===== src/rtl/magbank_pkg.sv =====
package magbank_pkg;
  localparam int unsigned AXES = 3;

  typedef struct packed {
    logic [4:0] zero;
    logic       reg_on;
    logic       frozen;
    logic       ready;
  } status_t;
endpackage


===== src/rtl/magbank_store.sv =====
module magbank_store #(
  parameter int unsigned AXIS_W = 16
) (
  input  logic                                   clk,
  input  logic                                   rst_n,
  input  logic                                   load,
  input  logic [magbank_pkg::AXES*AXIS_W-1:0]    slots,
  output logic [magbank_pkg::AXES*AXIS_W-1:0]    bank
);
  localparam int unsigned BPA = AXIS_W / 8;

  logic [magbank_pkg::AXES*AXIS_W-1:0] packed_d;
  logic [magbank_pkg::AXES*AXIS_W-1:0] bank_d, bank_q;

  for (genvar s = 0; s < magbank_pkg::AXES; s++) begin : g_slot
    for (genvar b = 0; b < BPA; b++) begin : g_byte
      assign packed_d[8*(s*BPA+b) +: 8] = slots[s*AXIS_W + AXIS_W-1-8*b -: 8];
    end
  end

  always_comb begin
    bank_d = bank_q;
    if (load) bank_d = packed_d;
  end

  always_ff @(posedge clk or negedge rst_n) begin
    if (!rst_n) bank_q <= '0;
    else        bank_q <= bank_d;
  end

  assign bank = bank_q;
endmodule


===== src/rtl/magbank_track.sv =====
module magbank_track #(
  parameter int unsigned NBYTE = 6,
  parameter int unsigned LOC_W = 4,
  parameter int unsigned BASE  = 3
) (
  input  logic             clk,
  input  logic             rst_n,
  input  logic             rd_stb,
  input  logic [LOC_W-1:0] rd_loc,
  input  logic             release_i,
  input  logic             accept,
  output logic             frozen
);
  logic [NBYTE-1:0] hit;
  logic [NBYTE-1:0] mask_d, mask_q, merged;

  always_comb begin
    for (int i = 0; i < NBYTE; i++)
      hit[i] = rd_stb && (rd_loc == LOC_W'(BASE + i));
  end

  assign merged = mask_q | hit;

  always_comb begin
    mask_d = mask_q;
    if (release_i || accept) mask_d = '0;
    else if (|hit)           mask_d = (&merged) ? '0 : merged;
  end

  always_ff @(posedge clk or negedge rst_n) begin
    if (!rst_n) mask_q <= '0;
    else        mask_q <= mask_d;
  end

  assign frozen = |mask_q;
endmodule


===== src/rtl/magbank_rdy.sv =====
module magbank_rdy #(
  parameter int unsigned LOW_CYC = 625
) (
  input  logic clk,
  input  logic rst_n,
  input  logic accept,
  output logic ready
);
  localparam int unsigned CW = $clog2(LOW_CYC + 1);

  logic [CW-1:0] cnt_d, cnt_q;
  logic          rdy_d, rdy_q;

  always_comb begin
    cnt_d = cnt_q;
    rdy_d = rdy_q;
    if (accept) begin
      cnt_d = CW'(LOW_CYC);
      rdy_d = 1'b0;
    end else if (cnt_q != '0) begin
      cnt_d = cnt_q - 1'b1;
      if (cnt_q == CW'(1)) rdy_d = 1'b1;
    end
  end

  always_ff @(posedge clk or negedge rst_n) begin
    if (!rst_n) begin
      cnt_q <= '0;
      rdy_q <= 1'b0;
    end else begin
      cnt_q <= cnt_d;
      rdy_q <= rdy_d;
    end
  end

  assign ready = rdy_q;
endmodule


===== src/rtl/mag_result_bank.sv =====
module mag_result_bank #(
  parameter int unsigned AXIS_W      = 16,
  parameter int unsigned LOC_W       = 4,
  parameter int unsigned BASE_LOC    = 3,
  parameter int unsigned RDY_LOW_CYC = 625
) (
  input  logic                   clk,
  input  logic                   rst_n,
  input  logic                   res_vld_i,
  input  logic [AXIS_W-1:0]      res_x_i,
  input  logic [AXIS_W-1:0]      res_y_i,
  input  logic [AXIS_W-1:0]      res_z_i,
  input  logic                   rd_stb_i,
  input  logic [LOC_W-1:0]       rd_loc_i,
  input  logic                   mode_chg_i,
  input  logic                   cfg_chg_i,
  input  logic                   reg_on_i,
  output logic [3*AXIS_W-1:0]    bank_o,
  output logic [7:0]             status_o
);
  import magbank_pkg::*;

  localparam int unsigned NBYTE = AXES * AXIS_W / 8;

  logic    frozen, ready, accept;
  status_t st;

  assign accept = res_vld_i && !frozen;

  magbank_store #(.AXIS_W(AXIS_W)) u_store (
    .clk   (clk),
    .rst_n (rst_n),
    .load  (accept),
    .slots ({res_y_i, res_z_i, res_x_i}),
    .bank  (bank_o)
  );

  magbank_track #(.NBYTE(NBYTE), .LOC_W(LOC_W), .BASE(BASE_LOC)) u_track (
    .clk       (clk),
    .rst_n     (rst_n),
    .rd_stb    (rd_stb_i),
    .rd_loc    (rd_loc_i),
    .release_i (mode_chg_i || cfg_chg_i),
    .accept    (accept),
    .frozen    (frozen)
  );

  magbank_rdy #(.LOW_CYC(RDY_LOW_CYC)) u_rdy (
    .clk    (clk),
    .rst_n  (rst_n),
    .accept (accept),
    .ready  (ready)
  );

  always_comb begin
    st        = '0;
    st.reg_on = reg_on_i;
    st.frozen = frozen;
    st.ready  = ready;
  end

  assign status_o = st;
endmodule


===== config.mk =====
export PLATFORM = sky130hd
export DESIGN_NAME = mag_result_bank
export DESIGN_NICKNAME = d
export VERILOG_FILES = /design/src/rtl/magbank_pkg.sv /design/src/rtl/magbank_store.sv /design/src/rtl/magbank_track.sv /design/src/rtl/magbank_rdy.sv /design/src/rtl/mag_result_bank.sv
export SDC_FILE = /design/constraint.sdc
export NUM_CORES = 1
export LEC_CHECK = 0
export BUFFER_PORTS_ARGS = -buffer_cell sky130_fd_sc_hd__buf_4
export CAP_MARGIN = 20
export CORE_MARGIN = 2
export CORE_UTILIZATION = 30
export DETAILED_ROUTE_END_ITERATION = 10
export MAX_ROUTING_LAYER = met4
export PLACE_DENSITY = 0.56
export RECOVER_POWER = 25
export SYNTH_ARGS = -nofsm -noshare
export SYNTH_HDL_FRONTEND = slang
export SYNTH_HIERARCHICAL = 1
export SYNTH_SLANG_ARGS = --single-unit

===== constraint.sdc =====
create_clock -name clk -period 1.83 [get_ports clk]
set_input_delay 0 -clock clk [delete_from_list [all_inputs] [get_ports clk]]
set_output_delay 0 -clock clk [all_outputs]
set_load 0.005 [all_outputs]

* After elaboration in Yosys (flattened, before gate mapping) *
Cells that the tools add are included.

operators by class
  add/sub/neg operators = 1
  multiply operators = 0
  divide/modulo/power cells = 0
  $lt $le $gt $ge = 0
  eq/ne operators = 7
  shift operators = 0
  muxes and demuxes = 8
  bitwise gates (word level) = 1
  reduce and logical (&&, ||, !) cells = 18

operators with widths
  cell                     count
  $mux W10                 2
  $mux W6                  3
  $eq A4 B3 Y1 const B     4
  $reduce_or A6 Y1         2
  $eq A10 B1 Y1 const B    1
  $reduce_bool A10 Y1      1
  $sub A10 B1 Y10 const B  1
  $logic_and A1 B1 Y1      7
  $or A6 B6 Y6             1
  $reduce_and A6 Y1        1
  $reduce_bool A2 Y1       3
  $eq A4 B2 Y1 const B     1
  $eq A4 B4 Y1 const B     1
  $mux W1                  3
  $logic_or A1 B1 Y1       2
  $reduce_and A2 Y1        1
  $logic_not A1 Y1         1

word-level totals
  flip-flop bits (word level) = 65
  latch bits = 0
  RAM bits = 0
  ROM bits = 0
  input bits = 59
  output and inout port bits = 56
  logic and storage cells = 39
  memories kept = 0

* Longest topological paths before layout *
Gate-level depths: netlist (run 1).

  depth after elaboration = 7
  gate-level depth with buffers = 6
  gate-level depth less buffers = 6

* By module *
Netlist (run 1), hierarchy kept.

by module, submodules not included
  module           instances  cells each  area each (um2)  sequential area each (um2)
  magbank_store    1          101         1860.5           1201.2
  magbank_rdy      1          63          626.9            275.3
  magbank_track    1          52          434.2            150.1
  mag_result_bank  1          11          76.3             0.0

* Worst setup path after synthesis (run 1) *
OpenSTA, ideal clock, no wires.

  kind = reg-to-reg
  from = register u_track.mask_q[1]
  to = register u_store.bank_q, in the netlist u_store/bank[26]
  library setup time = 0.125 ns
  arrival = 1.751 ns
  required time = 1.705 ns
  setup slack = -0.046 ns
  cell stages (with the launch flop) = 7
  path buffers = 2
  clock period less this slack = 1.876 ns
  path through = dfrtp_1 > nor4_1 > nand2_1 > nor2b_1 > buf_6 > buf_6 > mux2_4

on the way
  longest elaborated chain between the ends = 3

ends and longest elaborated chain
  element                   line                   text
  start: declaration        magbank_track.sv:15    logic [NBYTE-1:0] mask_d, mask_q, merged;
  start signal: assignment  magbank_track.sv:32    else mask_q <= mask_d;
  $reduce_or A6 Y1          magbank_track.sv:35    assign frozen = |mask_q;
  via frozen                mag_result_bank.sv:25  logic frozen, ready, accept;
  $logic_not A1 Y1          mag_result_bank.sv:28  assign accept = res_vld_i && !frozen;
  $logic_and A1 B1 Y1       mag_result_bank.sv:28
  via accept                mag_result_bank.sv:25
  end signal: assignment    magbank_store.sv:28    else bank_q <= bank_d;
  end: declaration          magbank_store.sv:13    logic [magbank_pkg::AXES*AXIS_W-1:0] bank_d, bank_q;

The timed path passes the listed nets, and every way through them passes these cells.
A chain may end at the register's enable or synchronous reset.

* Final worst setup path (run 1) *
  from = register u_track.mask_q[2]
  to = register u_store.bank_q, in the netlist u_store/bank[24]

on the way
  longest elaborated chain between the ends = 3

ends and longest elaborated chain
  element              line
  $reduce_or A6 Y1     magbank_track.sv:35
  $logic_not A1 Y1     mag_result_bank.sv:28
  $logic_and A1 B1 Y1  mag_result_bank.sv:28
  via accept           mag_result_bank.sv:25

The timed path passes the listed nets, and every way through them passes these cells.

==> results of run 1 <==
worst register-to-register path, cell delays in order, from the launching register on:
cell and delay, ns:
dfrtp_1 0.40, nor4_2 0.31, nand2_1 0.15, nor2b_4 0.22, buf_12 0.16, buf_12 0.12
mux2_2 0.33
final cells by class:
cell class	instances	share of cell area [%]
Inverter	4	0.310
Timing Repair Buffer	176	31.1
Clock buffer	13	3.49
Clock inverter	2	1.24
Multi-Input combinational cell	147	26.8
Tap cell	133	3.44
Sequential cell	65	33.6
through the flow:
| step | setup WS, ns | utilization (%) | power (uW) | setup TNS, ns |
|---|---|---|---|---|
| after floorplan | 0.0660 | - | 1960 | 0 |
| after detailed placement | 0.0598 | 40.8 | 2340 | 0 |
| after CTS | 0.0472 | 48.6 | 3850 | 0 |
| after global placement | 0.0904 | 40.8 | 2330 | 0 |
| final | 0.0325 | 49.7 | 3820 | 0 |
| after global routing | -0.0367 | 49.7 | 4020 | -0.482 |
sequential cells by signal, indices dropped and copies added, names as in the netlist:
signal          flops
u_track/mask_q      6
u_rdy/cnt_q        10
u_store/bank       48
u_rdy/ready         1
layout by cell type (no fill, tap or decap), drive strengths merged, types with 2 or more instances in the layout:
master,Yosys,routed
inv,4,4
nand2,11,11
o21ai,6,6
or2,2,2
nand4b,2,2
a21oi,8,8
a211o,2,2
mux2,49,49
o31ai,2,2
ha,2,2
nor3,9,9
nand3b,2,2
a31o,2,2
clkbuf,1,51
nor2b,3,3
nand4,2,2
buf,14,85
nor2,17,17
nand3,6,6
nand2b,4,4
bufinv,0,2
conb,1,5
nor4b,3,3
dlygate4sd3,0,53
dfrtp,65,65
how the worst max path moves through the flow:
stage,from,end,cells after the start
global route,u_track/mask_q[2],u_rdy/cnt_q[3],8
CTS,u_track/mask_q[2],u_store/bank[3],5
detailed placement,u_track/mask_q[2],u_store/bank[3],5
finish,u_track/mask_q[2],u_store/bank[24],6
floorplan,u_track/mask_q[1],u_store/bank[26],6
global placement,u_track/mask_q[2],u_rdy/cnt_q[3],7
per-layer routing:
metal / GRT usage [%] / vias up
met2: 24.0 / 65
met4: 6.27 / 0
met5: - / -
li1: - / 1137
met1: 15.7 / 1143
met3: 3.70 / 11
logic make-up after synthesis:
group	Yosys count
AO/OA/AOI/OAI	26
XOR/XNOR	1
adder cells (fa/ha/maj)	2
buffers and inverters	19
flip-flops	65
multiplexers	50
other	1
AND/OR/NAND/NOR	63
where the power goes:
part	switching [uW]	internal, uW
logic	266	494
registers	91.0	1570
clock network	522	872
total	878	2940
what timing repair did:
| item | CTS | global route |
|---|---|---|
| setup endpoints to repair | 0 | 50 |
| resized for setup | 0 | 9 |
| hold endpoints to repair | 115 | 0 |
| hold buffers | 53 | 0 |
| setup buffers | 0 | 4 |
==> metrics.txt, run 1 <==
Port Buffers=107; max-slew violations=0; Synth cell types=45; fin cells=540; RR Endpoint=u_store/bank[24]; Leak Pwr=0.00223 uW; Bufs on Longest Clock Path=2; critical path's largest stage delay=0.40 ns; final hold vios=0; Crit path buffers/inverters=2; CTS Sinks=65; WP data arrival=2.02 ns; largest net degree at the start of global routing=66; mux share of post-synthesis cell area=21.2%; CTS clk-pin slew, worst paths=0.07 ns; fillcell total=881; Syn Area/Cell=13.2 um^2; CTS Buf Count=9; hold endpoint=status_o[2]; WL met1=3190 um; average routed wire per standard cell=14.0 um; DRC=0; remaining antenna violation count=0; dpl cell area=0.00397 mm^2; GRT Residual Overflow=0; Ys Warns=6; Final Cycle Share=98.2%; Placer Congestion=0.792; site row count=36; most frequent cells after synthesis=dfrtp_1, mux2_2, mux2_4; root buffer cell=clkbuf_8; prevailing post-synth register cell=dfrtp_1; H-tree depth=3; largest area contributor in the netlist=dfrtp_1; Syn Inst Count=227; share of layout cells above drive strength 1=47.2%; clk_skew=0.00515 ns; Post-Synth Simple-Gate Area=12.7%; Min-Delay Startpoint=reg_on_i; EDFF count, synth=0; r2r setup slk=0.03 ns; All-Layer GR Usage=14.1%; sequential element share of the synthesized area=54.3%; area taken by multi-input logic gates=0.00130 mm^2; Final nets=464; Finish-stage setup viols=0; Initial Util=30.8%; highest metal used=met4; post-synth top area share=54.3%; Die Wd=104 um; core area=0.00973 mm^2; CP required=2.05 ns; Synth Area in XOR/XNOR=0.292%; power density cells=789 mW/mm^2; die span in y=104 um; 1st-pass router iterations=4; initial drt markers=86; DIE AREA=0.0108 mm^2; worst slew pin tran=0.815 ns; Hold Crit Class=primary input to primary output; worst reg2reg startpoint=u_track/mask_q[2]; Ports=115; register area=0.00163 mm^2; maxcap violations=0; drt total wl=7580 um; most frequent cell after synthesis=dfrtp_1; Critical Path Most Common Cell=buf_12; Final HPWL DP=4870 um; sequence of cells on the critical path=nor4_2, nand2_1, nor2b_4, buf_12, buf_12, mux2_2; met3 WL=306 um; met2 routed WL=3930 um; Peak VDD IR=0.000402 V; highest clock rate=0.556 GHz; Adder-Cell Fraction of Synth Area=0.835%; Inserted Diodes=0; crit path kind=flop to flop; CP max FO=6; first-pass GRT wire length=12000 um; initial antenna violation count=0; R2R cell count=6; family with the most delay on the worst path=simple AND/OR/NAND/NOR gates; CP Launch Type=flop; Synth Area in Compound Gates=6.18%; Clock Latency Late Sink=0.33 ns; slowest CP cell=dfrtp_1; hold depth=0; synthesized flop and latch total=65; status=completed; Area growth, synth to finish=61.4%; top area cells in the synthesized netlist=dfrtp_1, mux2_2, mux2_4, buf_4, nor2_1; minimum clock period after layout=1.80 ns; CTS tree=done; vias per inst=4.36; placed cells=465; fin area=0.00484 mm^2; asr flop ratio synth=100%; unrepaired setup endpoints after global routing=true; Slew headroom=45.7%; hold slack=0.0000151 ns; largest family of logic cells by synthesized area=multiplexers; vias in the first global route=2496; Synth Cell Area=0.00300 mm^2; critical path endpoint category=flop; vias=2356
No activity file was read; power rests on OpenSTA's default activity.
==> inputs of run 2 (changes only) <==
Settings changed: HOLD_SLACK_MARGIN from default to 0.06, PLACE_DENSITY 0.56 to 0.54, SETUP_SLACK_MARGIN from default to 0.05.
Clock period 1.83 ns to 1.7 ns, I/O delays scaled along.
==> run 2 against run 1 <==
Compared with the run above:
- register-to-register slack got worse by 0.04 ns
- critical path type unchanged
- final cell count rose by 3.3%
- sequential power rose by 8%
- clock power increased by 7%
- non-clock buffer count rose by 17
- the run now ends with setup timing left
- power grew 11%
- critical endpoint is now u_store/bank[8]
- routed wire length increased by 5.5%
- design area increased by 8.8%
- critical path depth is the same
==> metrics.txt, run 2 (synthesis gave the netlist of run 1 again) <==
status=finished with violations; failing checks=setup timing; largest net degree at the start of global routing=39 (-41%); CP startpoint=u_track/mask_q[1]; Final WS setup=-0.00912 ns (-0.0416 ns); fin cells=558 (+3.3%); most common cell after layout, fill and taps aside=buf_4; power density cells=803 mW/mm^2 (+1.8%); critical path endpoint category=flop; 1st-pass router iterations=4 (unchanged); CTS tree=done; die span in y=104 um (unchanged); Final Cycle Share=101% (+2.3 points); minimum clock period after layout=1.71 ns (-0.0884 ns); Final HPWL DP=4750 um (-2.3%); Leak Pwr=0.00249 uW (+12%); initial antenna violation count=0 (unchanged); crit path kind=flop to flop; share of layout cells above drive strength 1=53.4% (+6.2 points); H-tree depth=3 (unchanged); final hold vios=0 (unchanged); Hold Crit Class=primary input to async pin; vias in the first global route=2673 (+7.1%); vias=2480 (+5.3%); Final nets=481 (+3.7%); first-pass GRT wire length=12800 um (+6.9%); vias per inst=4.44 (+1.9%); CTS clk-pin slew, worst paths=0.08 ns (about the same); highest clock rate=0.585 GHz (+5.2%); CP required=1.92 ns (-0.13 ns); WP data arrival=1.93 ns (-0.09 ns); drt total wl=7990 um (+5.5%); Placer Congestion=0.778 (-1.8%); Clock Latency Late Sink=0.34 ns (about the same); Area growth, synth to finish=75.5%; critical path's largest stage delay=0.39 ns (about the same); leading cell types in the layout, fill and taps excluded=buf_4, dfrtp_1, dlygate4sd3_1; CP Launch Type=flop; placed cells=469 (+0.86%); Ports=115 (unchanged); Finish-stage setup viols=8 (+8); site row count=36 (unchanged); initial drt markers=98 (+14%); dpl cell area=0.00402 mm^2 (+1.2%); Initial Util=30.8% (unchanged); maxcap violations=0 (unchanged); Bufs on Longest Clock Path=2 (unchanged); sum of negative setup slack=-0.0292 ns (-0.0292 ns); Inserted Diodes=0 (unchanged); max-slew violations=0 (unchanged); slowest CP cell=dfrtp_1; All-Layer GR Usage=15.1% (+0.97 points); CTS Buf Count=9 (unchanged); root buffer cell=clkbuf_8; clk_skew=0.0146 ns (+0.00948 ns); remaining antenna violation count=0 (unchanged); CTS Sinks=65 (unchanged); DIE AREA=0.0108 mm^2 (unchanged); fillcell total=838 (-4.9%); fin area=0.00526 mm^2 (+8.8%); Peak VDD IR=0.000409 V (+1.7%); sequence of cells on the critical path=nor4_2, nand2_1, nor2b_4, buf_12, clkbuf_16, mux2_4; hold slack=0.221 ns (+0.221 ns); worst reg2reg startpoint=u_track/mask_q[1]; Crit path buffers/inverters=2 (unchanged); unrepaired setup endpoints after global routing=true; worst slew pin tran=0.689 ns (-0.126 ns); Finished Core Util=54.1% (+4.4 points); Die Wd=104 um (unchanged); family with the most delay on the worst path=simple AND/OR/NAND/NOR gates; core area=0.00973 mm^2 (unchanged); Port Buffers=107 (unchanged); average routed wire per standard cell=14.3 um (+2.1%); GRT Residual Overflow=0 (unchanged); DRC=0 (unchanged); Slew headroom=54.1% (+8.4 points); CP max FO=8 (+2); number of flip-flops in the largest register=48 (unchanged)
## run 2: cell count changes in the layout (fill, tap and decap cells not counted), sizes merged
cell,change
buf,+43
clkbuf,-35
dlygate4sd3,+5
clkinv,+2
dlymetal6s4s,+1
clkinvlp,+1
inv,+1
## run 2: area by class of cell
type                       instances  area, um^2  share of cell area (%)
multi-input combinational        147        1470                    27.9
timing repair buffer             193        1760                    33.4
clock inverter                     6        90.1                    1.71
inverter                           4        15.0                   0.285
tap                              133         166                    3.16
clock buffer                      10         138                    2.62
sequential                        65        1630                    30.9
## run 2: worst paths after layout
path | to | slack (ns) | depth (start not counted)
min reg2reg | u_rdy/ready | 0.51 | 2
max reg2reg | u_store/bank[8] | -0.009 | 6
max | u_store/bank[8] | -0.009 | 6
min in group clk | u_store/bank[13] | 0.36 | 5
max in group asynchronous | u_store/bank[19] | 0.40 | 3
min | u_store/bank[27] | 0.22 | 2
## run 2: where the power goes
part / internal (uW) / switching (uW) / leakage (uW)
combinational: 630 / 312 / 0.00161
clock: 871 / 620 / 0.000113
sequential: 1690 / 104 / 0.000771
total: 3190 / 1040 / 0.00249
## run 2: through the flow
step	setup WS, ns	total power, uW
6_report	-0.00912	4230
5_1_grt	-0.0808	4440
4_1_cts	-0.0366	4220
3_5_place_dp	-0.0488	2520
3_3_place_gp	0.000781	2510
2_1_floorplan	0.0183	2120
## run 2: routing by layer
metal,wire length [um],part of all wire [%],global-route usage [%]
met5,0,0,-
met4,169,2.1,6.85
met3,260,3.3,3.32
met2,4130,52,24.3
met1,3430,43,18.2
## run 2: timing repair
action / 4_1_cts / 5_1_grt
cloned: 2 / 4
hold buffers: 59 / 0
endpoints found under the setup margin: 54 / 65
resized for setup: 17 / 43
hold endpoints to repair: 118 / 0
pin swaps: 1 / 4
buffers inserted: 7 / 2
## run 2: worst reg2reg max path: cells and delay by family, from the launching register on
family,cells,cell delay (ns)
mux,1,0.31
flops,1,0.39
buf+inv,2,0.34
simple gates,3,0.57
